**src/rtl/coh_pkg.sv**
```systemverilog
package coh_pkg;
   typedef enum logic [1:0] {
      LN_INV = 2'b00,
      LN_SC  = 2'b01,
      LN_MC  = 2'b10,
      LN_SI  = 2'b11
   } line_st_e;

   typedef enum logic [1:0] {
      BC_RDMISS = 2'd0,
      BC_WRMISS = 2'd1,
      BC_INVAL  = 2'd2,
      BC_WRBACK = 2'd3
   } bus_cmd_e;
endpackage

```
**src/rtl/coh_line_store.sv**
```systemverilog
module coh_line_store
   import coh_pkg::*;
#(
   parameter int IDX_W  = 3,
   parameter int TAG_W  = 5,
   parameter int DATA_W = 32,
   localparam int NLINES = 1 << IDX_W
) (
   input  logic              clk,
   input  logic              rst_n,
   input  logic [IDX_W-1:0]  lk_idx,
   output logic [1:0]        lk_st,
   output logic [TAG_W-1:0]  lk_tag,
   output logic [DATA_W-1:0] lk_data,
   input  logic [IDX_W-1:0]  sn_idx,
   output logic [1:0]        sn_st,
   output logic [TAG_W-1:0]  sn_tag,
   output logic [DATA_W-1:0] sn_data,
   input  logic              own_we,
   input  logic [IDX_W-1:0]  own_idx,
   input  logic [1:0]        own_st,
   input  logic [TAG_W-1:0]  own_tag,
   input  logic [DATA_W-1:0] own_data,
   input  logic              upd_we,
   input  logic [IDX_W-1:0]  upd_idx,
   input  logic [1:0]        upd_st
);
   if (NLINES > 1024) begin : g_too_deep
      $error("coh_line_store: too many lines");
   end

   logic [1:0]        st_a   [NLINES];
   logic [TAG_W-1:0]  tag_a  [NLINES];
   logic [DATA_W-1:0] data_a [NLINES];

   for (genvar i = 0; i < NLINES; i++) begin : g_line
      logic [1:0]        st_q;
      logic [TAG_W-1:0]  tag_q;
      logic [DATA_W-1:0] data_q;
      logic              upd_hit, own_hit;

      assign upd_hit = upd_we && (upd_idx == IDX_W'(i));
      assign own_hit = own_we && (own_idx == IDX_W'(i));

      always_ff @(posedge clk or negedge rst_n) begin
         if (!rst_n) begin
            st_q   <= LN_INV;
            tag_q  <= '0;
            data_q <= '0;
         end else if (upd_hit) begin
            st_q <= upd_st;
         end else if (own_hit) begin
            st_q   <= own_st;
            tag_q  <= own_tag;
            data_q <= own_data;
         end
      end

      assign st_a[i]   = st_q;
      assign tag_a[i]  = tag_q;
      assign data_a[i] = data_q;
   end

   assign lk_st   = st_a[lk_idx];
   assign lk_tag  = tag_a[lk_idx];
   assign lk_data = data_a[lk_idx];
   assign sn_st   = st_a[sn_idx];
   assign sn_tag  = tag_a[sn_idx];
   assign sn_data = data_a[sn_idx];
endmodule

```
**src/rtl/coh_snoop_resp.sv**
```systemverilog
module coh_snoop_resp
   import coh_pkg::*;
#(
   parameter int TAG_W  = 5,
   parameter int DATA_W = 32
) (
   input  logic              snp_vld,
   input  logic [1:0]        snp_cmd,
   input  logic [TAG_W-1:0]  snp_tag,
   input  logic [1:0]        ln_st,
   input  logic [TAG_W-1:0]  ln_tag,
   input  logic [DATA_W-1:0] ln_data,
   output logic              snp_shared,
   output logic              snp_supply,
   output logic [DATA_W-1:0] snp_data,
   output logic              upd_we,
   output logic [1:0]        upd_st
);
   logic match, dirty;

   assign match = snp_vld && (ln_st != LN_INV) && (ln_tag == snp_tag);
   assign dirty = (ln_st == LN_SI);

   always_comb begin
      snp_shared = 1'b0;
      snp_supply = 1'b0;
      upd_we     = 1'b0;
      upd_st     = LN_INV;
      case (snp_cmd)
         BC_RDMISS: begin
            snp_shared = match;
            snp_supply = match && dirty;
            upd_we     = match && (ln_st != LN_MC);
            upd_st     = LN_MC;
         end
         BC_WRMISS: begin
            snp_shared = match;
            snp_supply = match && dirty;
            upd_we     = match;
            upd_st     = LN_INV;
         end
         BC_INVAL: begin
            upd_we = match;
            upd_st = LN_INV;
         end
         default: begin
            upd_we = 1'b0;
         end
      endcase
   end

   assign snp_data = snp_supply ? ln_data : '0;
endmodule

```
**src/rtl/coh_ctrl.sv**
```systemverilog
module coh_ctrl
   import coh_pkg::*;
#(
   parameter int ADDR_W = 8,
   parameter int IDX_W  = 3,
   parameter int DATA_W = 32,
   localparam int TAG_W = ADDR_W - IDX_W
) (
   input  logic              clk,
   input  logic              rst_n,
   input  logic              cpu_req,
   input  logic              cpu_we,
   input  logic [ADDR_W-1:0] cpu_addr,
   input  logic [DATA_W-1:0] cpu_wdata,
   output logic              cpu_ready,
   output logic              cpu_hit,
   output logic [DATA_W-1:0] cpu_rdata,
   input  logic [1:0]        ln_st,
   input  logic [TAG_W-1:0]  ln_tag,
   input  logic [DATA_W-1:0] ln_data,
   input  logic              snp_block,
   output logic              bus_req,
   output logic [1:0]        bus_cmd,
   output logic [ADDR_W-1:0] bus_addr,
   output logic [DATA_W-1:0] bus_wdata,
   input  logic              bus_gnt,
   input  logic              bus_done,
   input  logic [DATA_W-1:0] bus_rdata,
   input  logic              bus_shared_in,
   output logic              own_we,
   output logic [1:0]        own_st,
   output logic [TAG_W-1:0]  own_tag,
   output logic [DATA_W-1:0] own_data
);
   typedef enum logic [1:0] {CS_IDLE, CS_REQ, CS_WAIT} cs_e;

   cs_e              cs_q, cs_d;
   logic [1:0]       cmd_q;
   logic             miss_q;
   logic [TAG_W-1:0] cpu_tag;
   logic [IDX_W-1:0] cpu_idx;
   logic             tag_eq, line_hit, accept;

   assign cpu_tag  = cpu_addr[ADDR_W-1:IDX_W];
   assign cpu_idx  = cpu_addr[IDX_W-1:0];
   assign tag_eq   = (ln_tag == cpu_tag);
   assign line_hit = (ln_st != LN_INV) && tag_eq;
   assign accept   = (cs_q == CS_IDLE) && cpu_req && !snp_block;

   always_comb begin
      cs_d      = cs_q;
      cpu_ready = 1'b0;
      bus_req   = 1'b0;
      bus_cmd   = BC_RDMISS;
      bus_addr  = cpu_addr;
      bus_wdata = '0;
      own_we    = 1'b0;
      own_st    = LN_INV;
      own_tag   = cpu_tag;
      own_data  = cpu_wdata;
      case (cs_q)
         CS_IDLE: begin
            if (accept) begin
               if (line_hit && !cpu_we) begin
                  cpu_ready = 1'b1;
               end else if (line_hit && (ln_st != LN_MC)) begin
                  cpu_ready = 1'b1;
                  own_we    = 1'b1;
                  own_st    = LN_SI;
               end else begin
                  cs_d = CS_REQ;
               end
            end
         end
         CS_REQ: begin
            bus_req = 1'b1;
            if ((ln_st == LN_SI) && !tag_eq) begin
               bus_cmd   = BC_WRBACK;
               bus_addr  = {ln_tag, cpu_idx};
               bus_wdata = ln_data;
            end else if (line_hit && cpu_we) begin
               bus_cmd = BC_INVAL;
            end else if (cpu_we) begin
               bus_cmd = BC_WRMISS;
            end else begin
               bus_cmd = BC_RDMISS;
            end
            if (bus_gnt) cs_d = CS_WAIT;
         end
         CS_WAIT: begin
            if (bus_done) begin
               own_we = 1'b1;
               cs_d   = CS_IDLE;
               case (cmd_q)
                  BC_RDMISS: begin
                     own_st   = bus_shared_in ? LN_MC : LN_SC;
                     own_data = bus_rdata;
                  end
                  BC_WRMISS: begin
                     own_st   = LN_SI;
                     own_data = bus_rdata;
                  end
                  BC_INVAL: begin
                     own_st   = LN_SI;
                     own_tag  = ln_tag;
                     own_data = ln_data;
                  end
                  default: begin
                     own_st   = LN_INV;
                     own_tag  = ln_tag;
                     own_data = ln_data;
                  end
               endcase
            end
         end
         default: cs_d = CS_IDLE;
      endcase
   end

   always_ff @(posedge clk or negedge rst_n) begin
      if (!rst_n) begin
         cs_q   <= CS_IDLE;
         cmd_q  <= BC_RDMISS;
         miss_q <= 1'b0;
      end else begin
         cs_q <= cs_d;
         if ((cs_q == CS_REQ) && bus_gnt) cmd_q <= bus_cmd;
         if (cpu_ready)                   miss_q <= 1'b0;
         else if (accept && !line_hit)    miss_q <= 1'b1;
      end
   end

   assign cpu_hit   = cpu_ready && !miss_q;
   assign cpu_rdata = ln_data;

   // a pending command stays requested until granted
   a_r11_hold_req: assert property (@(posedge clk) disable iff (!rst_n)
      bus_req && !bus_gnt |=> bus_req);

   // after a grant nothing new is requested before completion
   a_r11_one_cmd: assert property (@(posedge clk) disable iff (!rst_n)
      bus_req && bus_gnt |=> !bus_req);

   // a write to a sole clean line needs no bus command
   a_r7_clean_write_local: assert property (@(posedge clk) disable iff (!rst_n)
      accept && cpu_we && line_hit && (ln_st == LN_SC) |=> !bus_req);
endmodule

```
**src/rtl/wi_snoop_cache.sv**
```systemverilog
module wi_snoop_cache
   import coh_pkg::*;
#(
   parameter int ADDR_W          = 8,
   parameter int IDX_W           = 3,
   parameter int DATA_W          = 32,
   parameter bit STALL_ANY_SNOOP = 1'b0
) (
   input  logic              clk,
   input  logic              rst_n,
   input  logic              cpu_req,
   input  logic              cpu_we,
   input  logic [ADDR_W-1:0] cpu_addr,
   input  logic [DATA_W-1:0] cpu_wdata,
   output logic              cpu_ready,
   output logic              cpu_hit,
   output logic [DATA_W-1:0] cpu_rdata,
   output logic              bus_req,
   output logic [1:0]        bus_cmd,
   output logic [ADDR_W-1:0] bus_addr,
   output logic [DATA_W-1:0] bus_wdata,
   input  logic              bus_gnt,
   input  logic              bus_done,
   input  logic [DATA_W-1:0] bus_rdata,
   input  logic              bus_shared_in,
   input  logic              snp_vld,
   input  logic [1:0]        snp_cmd,
   input  logic [ADDR_W-1:0] snp_addr,
   output logic              snp_shared,
   output logic              snp_supply,
   output logic [DATA_W-1:0] snp_data
);
   localparam int TAG_W = ADDR_W - IDX_W;

   if (IDX_W < 1 || IDX_W >= ADDR_W) begin : g_bad_idx
      $error("wi_snoop_cache: IDX_W must be in 1..ADDR_W-1");
   end
   if (DATA_W < 1) begin : g_bad_data
      $error("wi_snoop_cache: DATA_W must be positive");
   end

   logic [IDX_W-1:0]  cpu_idx, snp_idx;
   logic [TAG_W-1:0]  snp_tag;
   logic [1:0]        lk_st, sn_st, own_st, upd_st;
   logic [TAG_W-1:0]  lk_tag, sn_tag, own_tag;
   logic [DATA_W-1:0] lk_data, sn_data, own_data;
   logic              own_we, upd_we, snp_block;

   assign cpu_idx = cpu_addr[IDX_W-1:0];
   assign snp_idx = snp_addr[IDX_W-1:0];
   assign snp_tag = snp_addr[ADDR_W-1:IDX_W];

   if (STALL_ANY_SNOOP) begin : g_stall_all
      assign snp_block = snp_vld;
   end else begin : g_stall_line
      assign snp_block = snp_vld && (snp_idx == cpu_idx);
   end

   coh_line_store #(.IDX_W(IDX_W), .TAG_W(TAG_W), .DATA_W(DATA_W)) u_store (
      .clk      (clk),
      .rst_n    (rst_n),
      .lk_idx   (cpu_idx),
      .lk_st    (lk_st),
      .lk_tag   (lk_tag),
      .lk_data  (lk_data),
      .sn_idx   (snp_idx),
      .sn_st    (sn_st),
      .sn_tag   (sn_tag),
      .sn_data  (sn_data),
      .own_we   (own_we),
      .own_idx  (cpu_idx),
      .own_st   (own_st),
      .own_tag  (own_tag),
      .own_data (own_data),
      .upd_we   (upd_we),
      .upd_idx  (snp_idx),
      .upd_st   (upd_st)
   );

   coh_snoop_resp #(.TAG_W(TAG_W), .DATA_W(DATA_W)) u_snoop (
      .snp_vld    (snp_vld),
      .snp_cmd    (snp_cmd),
      .snp_tag    (snp_tag),
      .ln_st      (sn_st),
      .ln_tag     (sn_tag),
      .ln_data    (sn_data),
      .snp_shared (snp_shared),
      .snp_supply (snp_supply),
      .snp_data   (snp_data),
      .upd_we     (upd_we),
      .upd_st     (upd_st)
   );

   coh_ctrl #(.ADDR_W(ADDR_W), .IDX_W(IDX_W), .DATA_W(DATA_W)) u_ctrl (
      .clk           (clk),
      .rst_n         (rst_n),
      .cpu_req       (cpu_req),
      .cpu_we        (cpu_we),
      .cpu_addr      (cpu_addr),
      .cpu_wdata     (cpu_wdata),
      .cpu_ready     (cpu_ready),
      .cpu_hit       (cpu_hit),
      .cpu_rdata     (cpu_rdata),
      .ln_st         (lk_st),
      .ln_tag        (lk_tag),
      .ln_data       (lk_data),
      .snp_block     (snp_block),
      .bus_req       (bus_req),
      .bus_cmd       (bus_cmd),
      .bus_addr      (bus_addr),
      .bus_wdata     (bus_wdata),
      .bus_gnt       (bus_gnt),
      .bus_done      (bus_done),
      .bus_rdata     (bus_rdata),
      .bus_shared_in (bus_shared_in),
      .own_we        (own_we),
      .own_st        (own_st),
      .own_tag       (own_tag),
      .own_data      (own_data)
   );

   // data is supplied only by a cache that reports a copy
   a_r4_supply_needs_copy: assert property (@(posedge clk) disable iff (!rst_n)
      snp_supply |-> snp_shared);

   // after a snooped write-miss hits, the same address finds no copy
   a_r10_wrmiss_drops_copy: assert property (@(posedge clk) disable iff (!rst_n)
      snp_vld && (snp_cmd == BC_WRMISS) && snp_shared
      |=> !(snp_vld && (snp_addr == $past(snp_addr)) && snp_shared));
endmodule

```
**config.mk**
```make
export PLATFORM = sky130hd
export DESIGN_NAME = wi_snoop_cache
export DESIGN_NICKNAME = d
export VERILOG_FILES = /design/src/rtl/coh_pkg.sv /design/src/rtl/coh_line_store.sv /design/src/rtl/coh_snoop_resp.sv /design/src/rtl/coh_ctrl.sv /design/src/rtl/wi_snoop_cache.sv
export SDC_FILE = /design/constraint.sdc
export NUM_CORES = 1
export LEC_CHECK = 0
export BUFFER_PORTS_ARGS = -buffer_cell sky130_fd_sc_hd__clkbuf_2
export CAP_MARGIN = 20
export CORE_MARGIN = 5
export CORE_UTILIZATION = 54
export DETAILED_ROUTE_END_ITERATION = 12
export PLACE_DENSITY = 0.77
export SYNTH_ARGS = -nofsm -noshare
export SYNTH_HDL_FRONTEND = slang
export SYNTH_SLANG_ARGS = --single-unit
```
**constraint.sdc**
```tcl
create_clock -name clk -period 3.45 [get_ports clk]
set_clock_uncertainty 0.2 [all_clocks]
set_input_delay 0.5175 -clock clk [delete_from_list [all_inputs] [get_ports clk]]
set_output_delay 0.5175 -clock clk [all_outputs]
set_load 0.02 [all_outputs]
```
==> results.py <==
metrics = {
    "run_status": {
        "outcome": "finished with violations",
        "violations": "setup timing",
    },
    "global_route": {
        "grt_max_degree": 95,
        "grtUsageTotal": 0.289,
        "busiest_layer": "met2",
        "grt_pass1_wl_um": 87400,
        "overflow": 0,
        "grt_pass1_vias": 15089,
        "use_met3": 0.0453,
        "grtUsageMet2": 0.478,
        "use_met1": 0.394,
        "antenna_found_initial": 1,
    },
    "cts": {
        "worstSkewPairLatency_ps": 510,
        "cts_buffers": 35,
        "clockRootBuffer": "clkbuf_16",
        "cts_max_path_buffers": 3,
        "htreeDepth": 2,
        "path_clk_slew_ps": 60,
        "cts_tree": "done",
        "cts_num_sinks": 317,
    },
    "die": {
        "fp-row-count": 68,
        "io_pins": 201,
        "fp.dieW_um": 196,
        "die_h_um": 196,
        "start_util": 0.543,
        "core_area_sq_mm": 0.0343,
        "die-area_sq_mm": 0.0383,
    },
    "cells_and_area": {
        "regArea_sq_mm": 0.00793,
        "fill_cells": 2268,
        "drive_above_1_share": 0.560,
        "antenna-diode-count": 0,
        "multiInputGateArea_sq_mm": 0.0107,
        "final_core_util": 0.690,
        "nNetsFinal": 1850,
        "synthToLayoutAreaGrowth_pct": 27.0,
    },
    "place": {
        "gp_congestion": 0.938,
        "numPortBuffers": 200,
        "dpl.hpwl_um": 36000,
        "pre_cts_ws_ps": -323,
    },
    "synth": {
        "syn_avg_cell_area_sq_um": 12.9,
        "synthCells": 1445,
        "synth_edf_count": 0,
        "yosys.area.top_type": "dfrtp_1",
        "async_flop_share": 1.00,
        "syn-cell-area_sq_mm": 0.0186,
        "ys_warn_count": 0,
        "synthFlopType": "dfrtp_1",
        "synth_area_leaders": "dfrtp_1, mux2_2, mux4_2",
        "synth_fp_nets": 1541,
        "yosysSeqAreaShare": 0.426,
        "synth-seq-cells": 317,
        "synth_cell_types": 63,
        "yosysTopAreaCellShare": 0.426,
    },
    "timing": {
        "finalCritPeriodShare": 1.08,
        "hold_viol": 0,
        "fin_crit_ps": 3720,
        "rsz0062_at_grt": "true",
        "setup_viol": 277,
        "timing.final.max_slew_violations": 0,
        "slew_headroom": 0.257,
        "fin_ws_ps": -265,
        "fmaxAchievable_mhz": 269,
        "worst-slew-pin-transition_ps": 1110,
    },
    "pwr": {
        "max-vdd-ir-drop_v": 0.000365,
        "clock_power_share": 0.262,
        "leakage_nw": 10.6,
        "p_int_mw": 9.97,
        "switching_share": 0.323,
        "p_sw_mw": 4.75,
        "combPwrFrac": 0.339,
        "p_per_area_mw_per_mm2": 622,
        "power_frac_seq": 0.399,
    },
    "setup_path": {
        "worst_setup_path_start_kind": "register",
        "critPathMaxFanout": 6,
        "worstPathRequired_ps": 2730,
        "cp-end-kind": "output port",
        "cp_data_arrival_time_ps": 3000,
        "crit_type": "reg2out",
        "r2r_cells": 10,
    },
    "routing": {
        "dr.pass1.iters": 5,
        "ant_nets": 0,
        "drt_iter0_drc": 1417,
        "wirelength_um": 56300,
        "vias": 14204,
        "wl_per_cell_um": 25.2,
        "vias_per_cell": 6.36,
        "remaining_drc_errors": 0,
    },
    "flow_run": {
        "maxCapViolations": 0,
    },
    "worst_hold_path": {
        "hold_class": "in2reg",
        "hold_depth": 2,
    },
}
[cell usage in the layout, fill, tap and decap left out, types with 12 or more instances in the layout]
cell       instances
nor2b_1           33
clkbuf_2         122
mux2_4            33
clkbuf_8          12
buf_4            157
clkbuf_4          25
mux2_1            15
nor2_1            50
nand2_1          129
buf_8             37
o21ai_0           79
buf_12            23
mux2_2           292
a21oi_4           32
dfrtp_1          317
mux4_2           137
mux2i_1           22
clkbuf_16         37
inv_1             14
[layer usage]
| layer | share of wire | up-vias | routed length (um) |
|---|---|---|---|
| met5 | 0 | - | 0 |
| met4 | 0.032 | 0 | 1790 |
| met3 | 0.070 | 132 | 3910 |
| met2 | 0.50 | 651 | 28000 |
| met1 | 0.40 | 7393 | 22500 |
| li1 | - | 6028 | - |
[power by group through the flow]
stage	clock, mW	combinational, mW	sequential [mW]
finish	3.86	4.99	5.88
global route	4.05	5.33	6.00
CTS	3.88	4.90	5.82
detailed placement	0	4.73	5.86
global placement	0	4.57	5.73
floorplan	0	3.48	5.51
[logic make-up (layout without fill, tap and decap cells)]
| family | Yosys count | in the layout | synth area share |
|---|---|---|---|
| AOI/OAI and AO/OA | 181 | 181 | 0.0582 |
| and+or+nand+nor | 305 | 305 | 0.0840 |
| buffers and inverters | 126 | 458 | 0.0322 |
| muxes | 501 | 501 | 0.391 |
| adders and majority gates | 6 | 6 | 0.00403 |
| DFF | 317 | 317 | 0.426 |
| xor gates and xnor gates | 9 | 9 | 0.00464 |
[path summary, 6_finish.rpt]
check,start,end,slack [ps]
setup / recovery,u_store.g_line[2].tag_q[1],bus_addr[7],-270
hold / removal,bus_done,u_ctrl.cs_q[1],20
setup reg to reg,u_store.g_line[2].tag_q[1],u_store.g_line[4].data_q[19],-80
hold reg to reg,u_store.g_line[6].data_q[29],u_store.g_line[6].data_q[29],310
max in group asynchronous,rst_n,u_store.g_line[1].data_q[19],1630
min in group asynchronous,rst_n,u_store.g_line[3].data_q[25],450
[state kept, by name (all words and copies together), names as in the netlist]
| register | cells |
|---|---|
| u_ctrl.cmd_q | 2 |
| u_ctrl.cs_q | 2 |
| u_ctrl.miss_q | 1 |
| u_store.g_line.data_q | 256 |
| u_store.g_line.st_q | 16 |
| u_store.g_line.tag_q | 40 |
[worst max-delay path: stages, from the launching register on]
cell and delay [ps]:
dfrtp_1 420, mux4_2 490, mux2i_4 220, xor2_2 110, buf_4 150, a41o_1 200
or2_4 300, buf_4 160, buf_4 130, nand2_1 80, o21ai_2 60, clkbuf_8 150
[through the flow]
step / cells / power, mW / hold slack, ps / area [sq um] / setup TNS (ps)
finish: 2232 / 14.7 / 16.6 / 23700 / -18050
global route: 2232 / 15.4 / 40.8 / 23700 / -44510
CTS: 2230 / 14.6 / 7.27 / 23500 / -23140
detailed placement: 2150 / 10.6 / 300 / 21500 / -97610
global placement: 2150 / 10.3 / 279 / 21500 / -82700
floorplan: 1445 / 8.99 / 21.9 / 19000 / -5710
[Yosys cell counts (all sizes together), types with 2 or more instances]
master   count
nand4        9
a22o         3
o2bb2ai      3
a211oi       3
dfrtp      317
inv         16
nor2        57
o21ai       83
a22oi        2
a21o         6
nand3b       3
o21a         3
and3b        2
mux4       137
nand2b      11
or3          2
o221a        8
o22ai        8
o31ai        7
xor2         4
ha           6
nor4         5
mux2i       24
a21oi       45
nor2b       42
mux2       340
nand2      130
nand3        8
or2          4
a221o        2
nor3        20
clkbuf      42
xnor2        5
buf         68
and2         2
nor4b        5
[area by class of cell]
cell class,count,share of cell area
multi-input combinational,1002,0.451
sequential,317,0.335
timing repair buffer,382,0.137
clock buffer,50,0.0446
tap,455,0.0241
clock inverter,10,0.00555
inverter,16,0.00264
[timing repair]
| item | 4_1_cts | 5_1_grt |
|---|---|---|
| pin swaps | 12 | 14 |
| endpoints found under the hold margin | 88 | 0 |
| cloned | 2 | 0 |
| gates resized for setup | 140 | 81 |
| hold buffers | 1 | 0 |
| setup endpoints to repair | 364 | 365 |
| buffers inserted | 18 | 3 |
(Power assumes the default switching activity.)
